==> config.mk <==
export PLATFORM = sky130hd
export DESIGN_NAME = csw_chip_select
export DESIGN_NICKNAME = d
export VERILOG_FILES = /design/src/rtl/csw_pkg.sv /design/src/rtl/csw_bank_regs.sv /design/src/rtl/csw_decode.sv /design/src/rtl/csw_timer.sv /design/src/rtl/csw_chip_select.sv
export SDC_FILE = /design/constraint.sdc
export NUM_CORES = 1
export LEC_CHECK = 0
export ABC_AREA = 1
export CAP_MARGIN = 20
export CORE_AREA = 8 8 154 156
export CTS_CLUSTER_SIZE = 8
export DETAILED_ROUTE_END_ITERATION = 7
export DIE_AREA = 0 0 162 164
export HOLD_SLACK_MARGIN = 0.15
export PLACE_DENSITY = 0.69
export SLEW_MARGIN = 25
export SYNTH_ARGS = -nofsm -noshare
export SYNTH_HDL_FRONTEND = slang
export SYNTH_HIERARCHICAL = 1
export SYNTH_SLANG_ARGS = --single-unit
==> constraint.sdc <==
create_clock -name clk -period 2.2 [get_ports clk]
set_input_delay 0.22 -clock clk [delete_from_list [all_inputs] [get_ports clk]]
set_output_delay 0.22 -clock clk [all_outputs]
set_load 0.05 [all_outputs]
==> src/rtl/csw_pkg.sv <==
package csw_pkg;
  localparam int DATA_W  = 32;
  localparam int MATCH_W = 17;
  localparam int WAIT_W  = 4;
  localparam int PS_W    = 2;
  localparam int MS_W    = 3;

  localparam int FLD_LSB   = DATA_W - MATCH_W;
  localparam int PS_LSB    = 11;
  localparam int WP_BIT    = 10;
  localparam int MS_LSB    = 7;
  localparam int VALID_BIT = 0;
  localparam int WAIT_LSB  = 8;
  localparam int EXTO_BIT  = 7;

  localparam logic [MS_W-1:0] MS_TIMED = 3'b000;

  typedef struct packed {
    logic               valid;
    logic [MATCH_W-1:0] base;
    logic [MATCH_W-1:0] mask;
    logic [PS_W-1:0]    ps;
    logic               wp;
    logic [MS_W-1:0]    ms;
    logic [WAIT_W-1:0]  nwait;
    logic               ext_only;
  } bank_cfg_t;

  typedef enum logic {ST_IDLE, ST_ACCESS} acc_state_t;
endpackage

==> src/rtl/csw_bank_regs.sv <==
module csw_bank_regs
  import csw_pkg::*;
#(
  parameter int NUM_BANKS = 4,
  localparam int BANK_W = (NUM_BANKS > 1) ? $clog2(NUM_BANKS) : 1
) (
  input  logic              clk,
  input  logic              rst,
  input  logic              reg_we,
  input  logic [BANK_W-1:0] reg_bank,
  input  logic              reg_opt,
  input  logic [DATA_W-1:0] reg_wdata,
  output bank_cfg_t         cfg [NUM_BANKS]
);
  logic unused_wdata;
  assign unused_wdata = ^{reg_wdata[FLD_LSB-1:PS_LSB+PS_W], reg_wdata[MS_LSB-1:VALID_BIT+1]};

  for (genvar b = 0; b < NUM_BANKS; b++) begin : g_bank
    bank_cfg_t r;
    always_ff @(posedge clk) begin
      if (rst) begin
        r <= '0;
      end else if (reg_we && reg_bank == BANK_W'(b)) begin
        if (reg_opt) begin
          r.mask     <= reg_wdata[DATA_W-1:FLD_LSB];
          r.nwait    <= reg_wdata[WAIT_LSB +: WAIT_W];
          r.ext_only <= reg_wdata[EXTO_BIT];
        end else begin
          r.base  <= reg_wdata[DATA_W-1:FLD_LSB];
          r.ps    <= reg_wdata[PS_LSB +: PS_W];
          r.wp    <= reg_wdata[WP_BIT];
          r.ms    <= reg_wdata[MS_LSB +: MS_W];
          r.valid <= reg_wdata[VALID_BIT];
        end
      end
    end
    assign cfg[b] = r;
  end
endmodule

==> src/rtl/csw_decode.sv <==
module csw_decode
  import csw_pkg::*;
#(
  parameter int NUM_BANKS = 4
) (
  input  logic [MATCH_W-1:0] addr_fld,
  input  bank_cfg_t          cfg [NUM_BANKS],
  output logic               hit,
  output logic [NUM_BANKS-1:0] hit_oh,
  output logic [WAIT_W-1:0]  sel_nwait,
  output logic               sel_ext_only,
  output logic               sel_wp,
  output logic [MS_W-1:0]    sel_ms,
  output logic [PS_W-1:0]    sel_ps
);
  logic [NUM_BANKS-1:0] match;

  for (genvar b = 0; b < NUM_BANKS; b++) begin : g_match
    assign match[b] = cfg[b].valid && (((addr_fld ^ cfg[b].base) & cfg[b].mask) == '0);
  end

  always_comb begin
    hit          = |match;
    hit_oh       = '0;
    sel_nwait    = '0;
    sel_ext_only = 1'b0;
    sel_wp       = 1'b0;
    sel_ms       = '0;
    sel_ps       = '0;
    for (int i = NUM_BANKS - 1; i >= 0; i--) begin
      if (match[i]) begin
        hit_oh       = '0;
        hit_oh[i]    = 1'b1;
        sel_nwait    = cfg[i].nwait;
        sel_ext_only = cfg[i].ext_only;
        sel_wp       = cfg[i].wp;
        sel_ms       = cfg[i].ms;
        sel_ps       = cfg[i].ps;
      end
    end
  end
endmodule

==> src/rtl/csw_timer.sv <==
module csw_timer
  import csw_pkg::*;
#(
  parameter int NUM_BANKS = 4
) (
  input  logic                 clk,
  input  logic                 rst,
  input  logic                 bus_start,
  input  logic                 bus_write,
  input  logic                 ext_ack,
  input  logic                 hit,
  input  logic [NUM_BANKS-1:0] hit_oh,
  input  logic [WAIT_W-1:0]    sel_nwait,
  input  logic                 sel_ext_only,
  input  logic                 sel_wp,
  input  logic [MS_W-1:0]      sel_ms,
  input  logic [PS_W-1:0]      sel_ps,
  output logic [NUM_BANKS-1:0] cs,
  output logic                 ack,
  output logic                 err,
  output logic [PS_W-1:0]      attr_ps,
  output logic [MS_W-1:0]      attr_ms
);
  acc_state_t          state;
  logic [WAIT_W-1:0]   cnt;
  logic                ext_only_q;

  always_ff @(posedge clk) begin
    if (rst) begin
      state      <= ST_IDLE;
      cnt        <= '0;
      ext_only_q <= 1'b0;
      cs         <= '0;
      ack        <= 1'b0;
      err        <= 1'b0;
      attr_ps    <= '0;
      attr_ms    <= '0;
    end else begin
      err <= 1'b0;
      case (state)
        ST_IDLE: begin
          if (bus_start) begin
            if (!hit || (bus_write && sel_wp)) begin
              err <= 1'b1;
            end else begin
              attr_ps <= sel_ps;
              attr_ms <= sel_ms;
              if (sel_ms == MS_TIMED) begin
                cs         <= hit_oh;
                cnt        <= sel_nwait;
                ext_only_q <= sel_ext_only;
                ack        <= (sel_nwait == '0) && !sel_ext_only;
                state      <= ST_ACCESS;
              end
            end
          end
        end
        ST_ACCESS: begin
          if (ack) begin
            ack   <= 1'b0;
            cs    <= '0;
            state <= ST_IDLE;
          end else begin
            if (ext_ack || (!ext_only_q && cnt <= WAIT_W'(1))) ack <= 1'b1;
            if (cnt != '0) cnt <= cnt - WAIT_W'(1);
          end
        end
        default: state <= ST_IDLE;
      endcase
    end
  end
endmodule

==> src/rtl/csw_chip_select.sv <==
module csw_chip_select
  import csw_pkg::*;
#(
  parameter int NUM_BANKS = 4,
  parameter int ADDR_W    = 32,
  localparam int BANK_W   = (NUM_BANKS > 1) ? $clog2(NUM_BANKS) : 1
) (
  input  logic                 clk,
  input  logic                 rst,
  input  logic                 reg_we,
  input  logic [BANK_W-1:0]    reg_bank,
  input  logic                 reg_opt,
  input  logic [31:0]          reg_wdata,
  input  logic                 bus_start,
  input  logic                 bus_write,
  input  logic [ADDR_W-1:0]    bus_addr,
  input  logic                 ext_ack,
  output logic [NUM_BANKS-1:0] cs,
  output logic                 ack,
  output logic                 err,
  output logic [1:0]           attr_ps,
  output logic [2:0]           attr_ms
);
  bank_cfg_t            cfg [NUM_BANKS];
  logic                 hit;
  logic [NUM_BANKS-1:0] hit_oh;
  logic [WAIT_W-1:0]    sel_nwait;
  logic                 sel_ext_only, sel_wp;
  logic [MS_W-1:0]      sel_ms;
  logic [PS_W-1:0]      sel_ps;
  logic                 unused_addr;

  assign unused_addr = ^bus_addr[ADDR_W-MATCH_W-1:0];

  csw_bank_regs #(.NUM_BANKS(NUM_BANKS)) u_regs (
    .clk(clk), .rst(rst), .reg_we(reg_we), .reg_bank(reg_bank),
    .reg_opt(reg_opt), .reg_wdata(reg_wdata), .cfg(cfg)
  );

  csw_decode #(.NUM_BANKS(NUM_BANKS)) u_dec (
    .addr_fld(bus_addr[ADDR_W-1 -: MATCH_W]), .cfg(cfg), .hit(hit), .hit_oh(hit_oh),
    .sel_nwait(sel_nwait), .sel_ext_only(sel_ext_only), .sel_wp(sel_wp),
    .sel_ms(sel_ms), .sel_ps(sel_ps)
  );

  csw_timer #(.NUM_BANKS(NUM_BANKS)) u_tmr (
    .clk(clk), .rst(rst), .bus_start(bus_start), .bus_write(bus_write),
    .ext_ack(ext_ack), .hit(hit), .hit_oh(hit_oh), .sel_nwait(sel_nwait),
    .sel_ext_only(sel_ext_only), .sel_wp(sel_wp), .sel_ms(sel_ms), .sel_ps(sel_ps),
    .cs(cs), .ack(ack), .err(err), .attr_ps(attr_ps), .attr_ms(attr_ms)
  );
endmodule

==> metrics, run 1 <==
post-route setup slack=-0.03924 ns; Synth cell types=37; non-filler cells, final=around 2100; Core ar.=about 21000 um2; sequential area share after synthesis=around two fifths; Top FF cell, synth=dfxtp_1; Setup Skew=0.01122 ns; iteration-0 DRC count of the detailed router=764; Mapped Cells=about 1700; Via density=roughly 5.0; share of layout cells above drive strength 1=~14%; Final #Nets=around 1900; Initial Util=about half; Overall Global Routing Usage=approximately 23%; cell taking the most area after synthesis=dfxtp_1; H-tree levels=1; PwrDens=between 600 and 700 nW/um2; met2 Use GR=35.55%; hold_buf cts=0; slew at the pin closest to its max-slew limit=between 0.5 and 0.6 ns; grt total ovfl=0; final instance area=approximately 13000 um2; routed wire length=30340 um; Area growth syn-to-layout=23.84%; root buffer cell=clkbuf_16; RSZ-0062 raised after global routing=yes; Max Fclk=between 0.4 and 0.5 GHz; die height=roughly 160 um; Syn Nets=roughly 1800; Num CTS Buffers=29; final worst path period need=2.239 ns; Yosys reg bits=201; Clock Path Buffers=3; met1 Usage GRT=31.16%; peak supply drop=roughly 0.56 mV; largest net degree at the start of global routing=49; Final period util=101.8%; Area after DPL=between 10000 and 15000 um2; die area=roughly 27000 um2; clock sinks=between 200 and 250; total number of vias=around 10000; first-pass GRT wire length=around 49000 um; pre-CTS WS=-0.6858 ns; Syn. warnings=6; final hold violations=0; number of synthesized flops with an enable pin=0; max-slew violations=0; met3 usage=approximately 4.5%; top post-synthesis cells by area=dfxtp_1 (38%), nand2_1 (19%), nor2_1 (14%); placed cells=~2100; Yosys top cell area share=about two fifths; Synth Cell Area=between 10000 and 15000 um2; Setup crit end kind=flop; outcome=finished, violations left; Die Span X=~160 um; antenna violations before repair=0; failing checks=setup timing; Avg Cell Area, Syn=just over 6 um2; GPL Wtd Cong=around 0.85; post-detail-place hpwl=around 20000 um; vias in the first global route=about 9400; # setup viols final=5; Ports=84; CP max FO=6; max cap viols=0; WP data required=2.65 ns; gr busiest metal=met2; Rows=54; Worst Hold Class=in -> reg; drt first pass iters=5; Util after Layout=60.64%; PortBufs=60; drt drc=0; clk_lat worst skew=about 0.53 ns; number of inserted diodes=0; crit path DAT=roughly 2.7 ns; Setup CP Type=reg -> reg; static power due to leakage=about 6.3 nW; startpoint types=flop; TritonCTS clock tree=built; Final ANT Viol Nets=0; Max-slew headroom=around two thirds; post-synthesis async set-or-reset flop share=0%; Clock transition at path regs=approximately 0.05 ns; wire length per cell=around 14 um
==> cells in the final DEF (no fill, tap or decap), types with 4 or more instances in the layout <==
master,count
a21oi_1,34
buf_12,15
buf_4,67
buf_6,7
clkbuf_16,29
clkdlybuf4s50_1,50
dfxtp_1,186
dfxtp_2,15
dlymetal6s2s_1,9
inv_1,217
inv_2,12
nand2_1,511
nand2_2,19
nand2_4,4
nand3_1,113
nand3_2,39
nand3_4,4
nand4_1,27
nor2_1,384
nor2_2,17
nor2_4,11
o21ai_0,6
o21ai_1,7
or2_1,4
==> layout make-up <==
class	instances	area [um2]
clock buffer	30	729.5
clock inverter	1	8.758
fill	2080	8404
inverter	232	885.9
multi-input combinational	1201	5425
sequential	201	4043
tap	280	350.3
timing repair buffer	149	1504
==> worst paths after layout <==
path	slack, ns	cells after the start	to	from
setup reg to reg	-0.04	16	u_tmr/attr_ms[0]	u_regs/cfg[29]
hold reg to reg	0.46	2	u_tmr/cs[3]	u_tmr/cs[3]
hold / removal	0.31	3	u_regs/cfg[148]	reg_wdata[12]
setup / recovery	-0.04	16	u_tmr/attr_ms[0]	u_regs/cfg[29]
==> worst max-delay path: stages (launching register included) <==
cell	delay, ns
dfxtp_1	0.34
nand2_1	0.07
nand3_2	0.14
nand2_1	0.08
nor2_2	0.15
nand2_2	0.06
nor2_2	0.12
nand2_2	0.10
buf_4	0.14
buf_4	0.13
nand3_2	0.09
nand2_4	0.07
buf_6	0.12
nor3_4	0.20
buf_6	0.16
o21ai_1	0.06
a21oi_1	0.13
==> power breakdown <==
group	total [W]	internal (W)	switching, W
combinational	0.00119	0.000457	0.000737
sequential	0.00388	0.00379	0.0000935
clock	0.00382	0.00230	0.00152
total	0.00889	0.00654	0.00235
==> cells by family (layout without fill, tap and decap cells) <==
kind of cell	count (synthesis)	after routing	synth area share [%]
adder cells (fa/ha/maj)	3	3	0.3591
flip-flops	201	201	38.49
AND/OR/NAND/NOR	1147	1148	45.71
buffers and inverters	314	412	12.99
AO/OA/AOI/OAI	49	49	2.370
XOR/XNOR	1	1	0.08380
==> synth_stat cells, drive strengths merged (2+ instances only) <==
master  instances
dfxtp         201
nand2         534
buf            69
a21oi          34
nand4          29
o21ai          13
inv           231
ha              3
nor3            5
nand3         156
or2             8
o22ai           2
clkbuf         13
nor2          412
==> layer usage <==
metal	part of all wire, %	routed length (um)
met5	0	0
met2	44	13380
met3	6.8	2058
met4	2.0	601
met1	47	14300
==> stage by stage <==
step	setup TNS [ns]	hold slack (ns)	total power (W)
after floorplan	0	0.2891	0.004631
after global placement	-10.23	0.4535	0.005042
after detailed placement	-10.47	0.4520	0.005058
after CTS	-0.4378	0.2953	0.008896
after global routing	-1.912	0.3277	0.009228
final	-0.1248	0.3099	0.008894
==> flip-flops by register name (all words and copies together), names as in the netlist <==
signal,count
u_regs/cfg,184
u_tmr/ack,1
u_tmr/attr_ms,3
u_tmr/attr_ps,2
u_tmr/cnt,4
u_tmr/cs,4
u_tmr/err,1
u_tmr/ext_only_q,1
u_tmr/state,1
==> what timing repair did <==
item                       CTS  global route
setup buffers                6             5
cloned                       0             1
gates resized for setup     28           102
pin swaps                    9            34
setup endpoints to repair   16            17
No activity file was read; power rests on OpenSTA's default activity.
==> run 2, diff against run 1 <==
--- a/config.mk
+++ b/config.mk
@@ -12,7 +12,7 @@
 export DETAILED_ROUTE_END_ITERATION = 7
 export DIE_AREA = 0 0 162 164
 export HOLD_SLACK_MARGIN = 0.15
-export PLACE_DENSITY = 0.69
+export PLACE_DENSITY = 0.72
 export SLEW_MARGIN = 25
 export SYNTH_ARGS = -nofsm -noshare
 export SYNTH_HDL_FRONTEND = slang
==> constraint.sdc (replaced) <==
create_clock -name clk -period 1.8 [get_ports clk]
set_input_delay 0.18 -clock clk [delete_from_list [all_inputs] [get_ports clk]]
set_output_delay 0.18 -clock clk [all_outputs]
set_load 0.05 [all_outputs]
==> run 2 against run 1 <==
Net effect:
- the flow still finishes with violations (setup timing)
- critical path depth increased by 3
- utilization increased by 0.065 points
- design area increased by 0.11%
- critical endpoint is now u_tmr/cnt[1]
- largest power group unchanged
- worst hold slack got worse by 0.015 ns
- combinational power increased by 24%
- largest cell class unchanged
- clock-buffer cell count unchanged
- setup slack got worse by 0.43 ns
- sequential cell count unchanged
- non-clock buffer count unchanged
- die area unchanged
==> metrics, run 2 (synthesis results as in run 1) <==
filler cell count in the final layout=slightly below 2000; wire length per cell=about 14 um; Initial Util=about 50%; slew at the pin closest to its max-slew limit=0.5007 ns; PwrDens=about 840 nW/um2; hold_buf cts=0; Final ANT Viol Nets=0; H-tree levels=1; Area growth syn-to-layout=23.97%; total number of vias=10400; clk_lat worst skew=between 0.5 and 0.6 ns; number of inserted diodes=0; post-route setup slack=-0.4707 ns; Setup Skew=between 0.01 and 0.015 ns; Rows=54; Max-slew headroom=between 60% and 70%; Num CTS Buffers=29; peak supply drop=about 0.78 mV; Via density=slightly below 5; PortBufs=60; vias in the first global route=9752; failing checks=setup timing; Clock Path Buffers=3; Ports=84; clock sinks=201; most frequent cells in the layout=nand2_1 (515), nor2_1 (384), inv_1 (219); Max Fclk=approximately 0.44 GHz; pre-CTS WS=-1.035 ns; Clock transition at path regs=approximately 0.050 ns; max-slew violations=0; routed wire length=29960 um; CP Cell Sequence=nor2_2 > nor2_1 > nand2_1 > nand2_1 > nor2_2 > nand3_2 > nor2_4 > nor2_4 > buf_6 > nand3_4 > nand3_2 > inv_2 > nand2_2 > nor2_4 > nand2_4 > nand2_8 > inv_2 > nor2_1 > nor2_1; Worst Hold Class=in -> reg; die height=164 um; largest net degree at the start of global routing=49; grt total ovfl=0; startpoint types=flop; WP data required=~2.2 ns; Setup crit end kind=flop; GPL Wtd Cong=around 0.85; post-detail-place hpwl=slightly above 20000 um; crit path DAT=2.69 ns; Overall Global Routing Usage=between 20 and 25%; max cap viols=0; # setup viols final=17; RSZ-0062 raised after global routing=yes; CP max stage delay=approximately 0.33 ns; antenna violations before repair=0; static power due to leakage=between 6 and 7 nW; Util after Layout=60.70%; final worst path period need=roughly 2.3 ns; Core ar.=21350 um2; most common cell after layout, fill and taps aside=nand2_1; iteration-0 DRC count of the detailed router=between 800 and 900; drt drc=0; TritonCTS clock tree=built; drt first pass iters=5; Largest register FFs=about 180; first-pass GRT wire length=between 40000 and 50000 um; Crit path max-delay family=simple AND/OR/NAND/NOR gates; Setup CP Type=reg -> reg; die area=around 27000 um2; Final #Nets=1889; hold slack=slightly below 0.3 ns; Final period util=126.2%; Slowest-stage cell, CP=dfxtp_2; root buffer cell=clkbuf_16; share of layout cells above drive strength 1=approximately 14%; Die Span X=about 160 um; CP max FO=7; Buf/Inv on CP=3; final hold violations=0; outcome=finished, violations left
## run 2: cell types whose count changed in the layout (fill, tap and decap cells not counted), sizes merged
cell           previous run  this run
nor2                    413       412
clkinv                    1         2
dlygate4sd2               1        10
buf                      89        90
clkdlybuf4s50            50        46
dlymetal6s2s              9         3
## run 2: area by class of cell
type | instances | area (um2) | share of cell area [%]
Clock buffer | 30 | 729.5 | 5.629
Inverter | 232 | 883.3 | 6.816
Clock inverter | 2 | 17.52 | 0.1352
Tap cell | 280 | 350.3 | 2.703
Timing Repair Buffer | 149 | 1528 | 11.79
Sequential cell | 201 | 4040 | 31.17
Multi-Input combinational cell | 1200 | 5411 | 41.76
## run 2: per-layer routing
metal	global-route usage (%)	part of all wire (%)	wire length, um
met4	6.650	2.3	680
met1	31.30	46	13830
met3	2.556	6.8	2044
met5	0	0	0
met2	35.87	45	13400
## run 2: power breakdown
| group | switching (W) | internal [W] | total [W] |
|---|---|---|---|
| Clock | 0.00185 | 0.00281 | 0.00466 |
| Sequential | 0.000115 | 0.00463 | 0.00475 |
| Combinational | 0.000903 | 0.000572 | 0.00147 |
## run 2: final timing paths
path / startpoint / end / slack (ns) / cells after the start
setup / recovery: u_regs/cfg[167] / u_tmr/cnt[1] / -0.47 / 19
hold reg to reg: u_tmr/cs[0] / u_tmr/cs[0] / 0.48 / 2
hold / removal: reg_wdata[12] / u_regs/cfg[148] / 0.30 / 3
setup reg to reg: u_regs/cfg[167] / u_tmr/cnt[1] / -0.47 / 19
## run 2: stage by stage
stage          total power (W)  area, um2  setup TNS, ns  instances
2_1_floorplan         0.005670      10500         -2.122       1715
3_3_place_gp          0.006163      11760         -15.54       2047
3_5_place_dp          0.006194      11760         -16.21       2047
4_1_cts                0.01090      12790         -6.213       2093
5_1_grt                0.01132      12960         -9.105       2094
6_report               0.01089      12960         -6.763       2094
## run 2: worst reg2reg max path: cells and delay by family (launching register included)
kind	cells	cell delay, ns
AND/OR/NAND/NOR	16	1.58
flip-flops	1	0.33
buffers and inverters	3	0.26
## run 2: repair_timing
| action | in CTS | in global routing |
|---|---|---|
| resized for setup | 71 | 49 |
| buffers inserted | 15 | 1 |
| setup endpoints to repair | 27 | 17 |
| pin swaps | 31 | 26 |
| cloned | 0 | 0 |
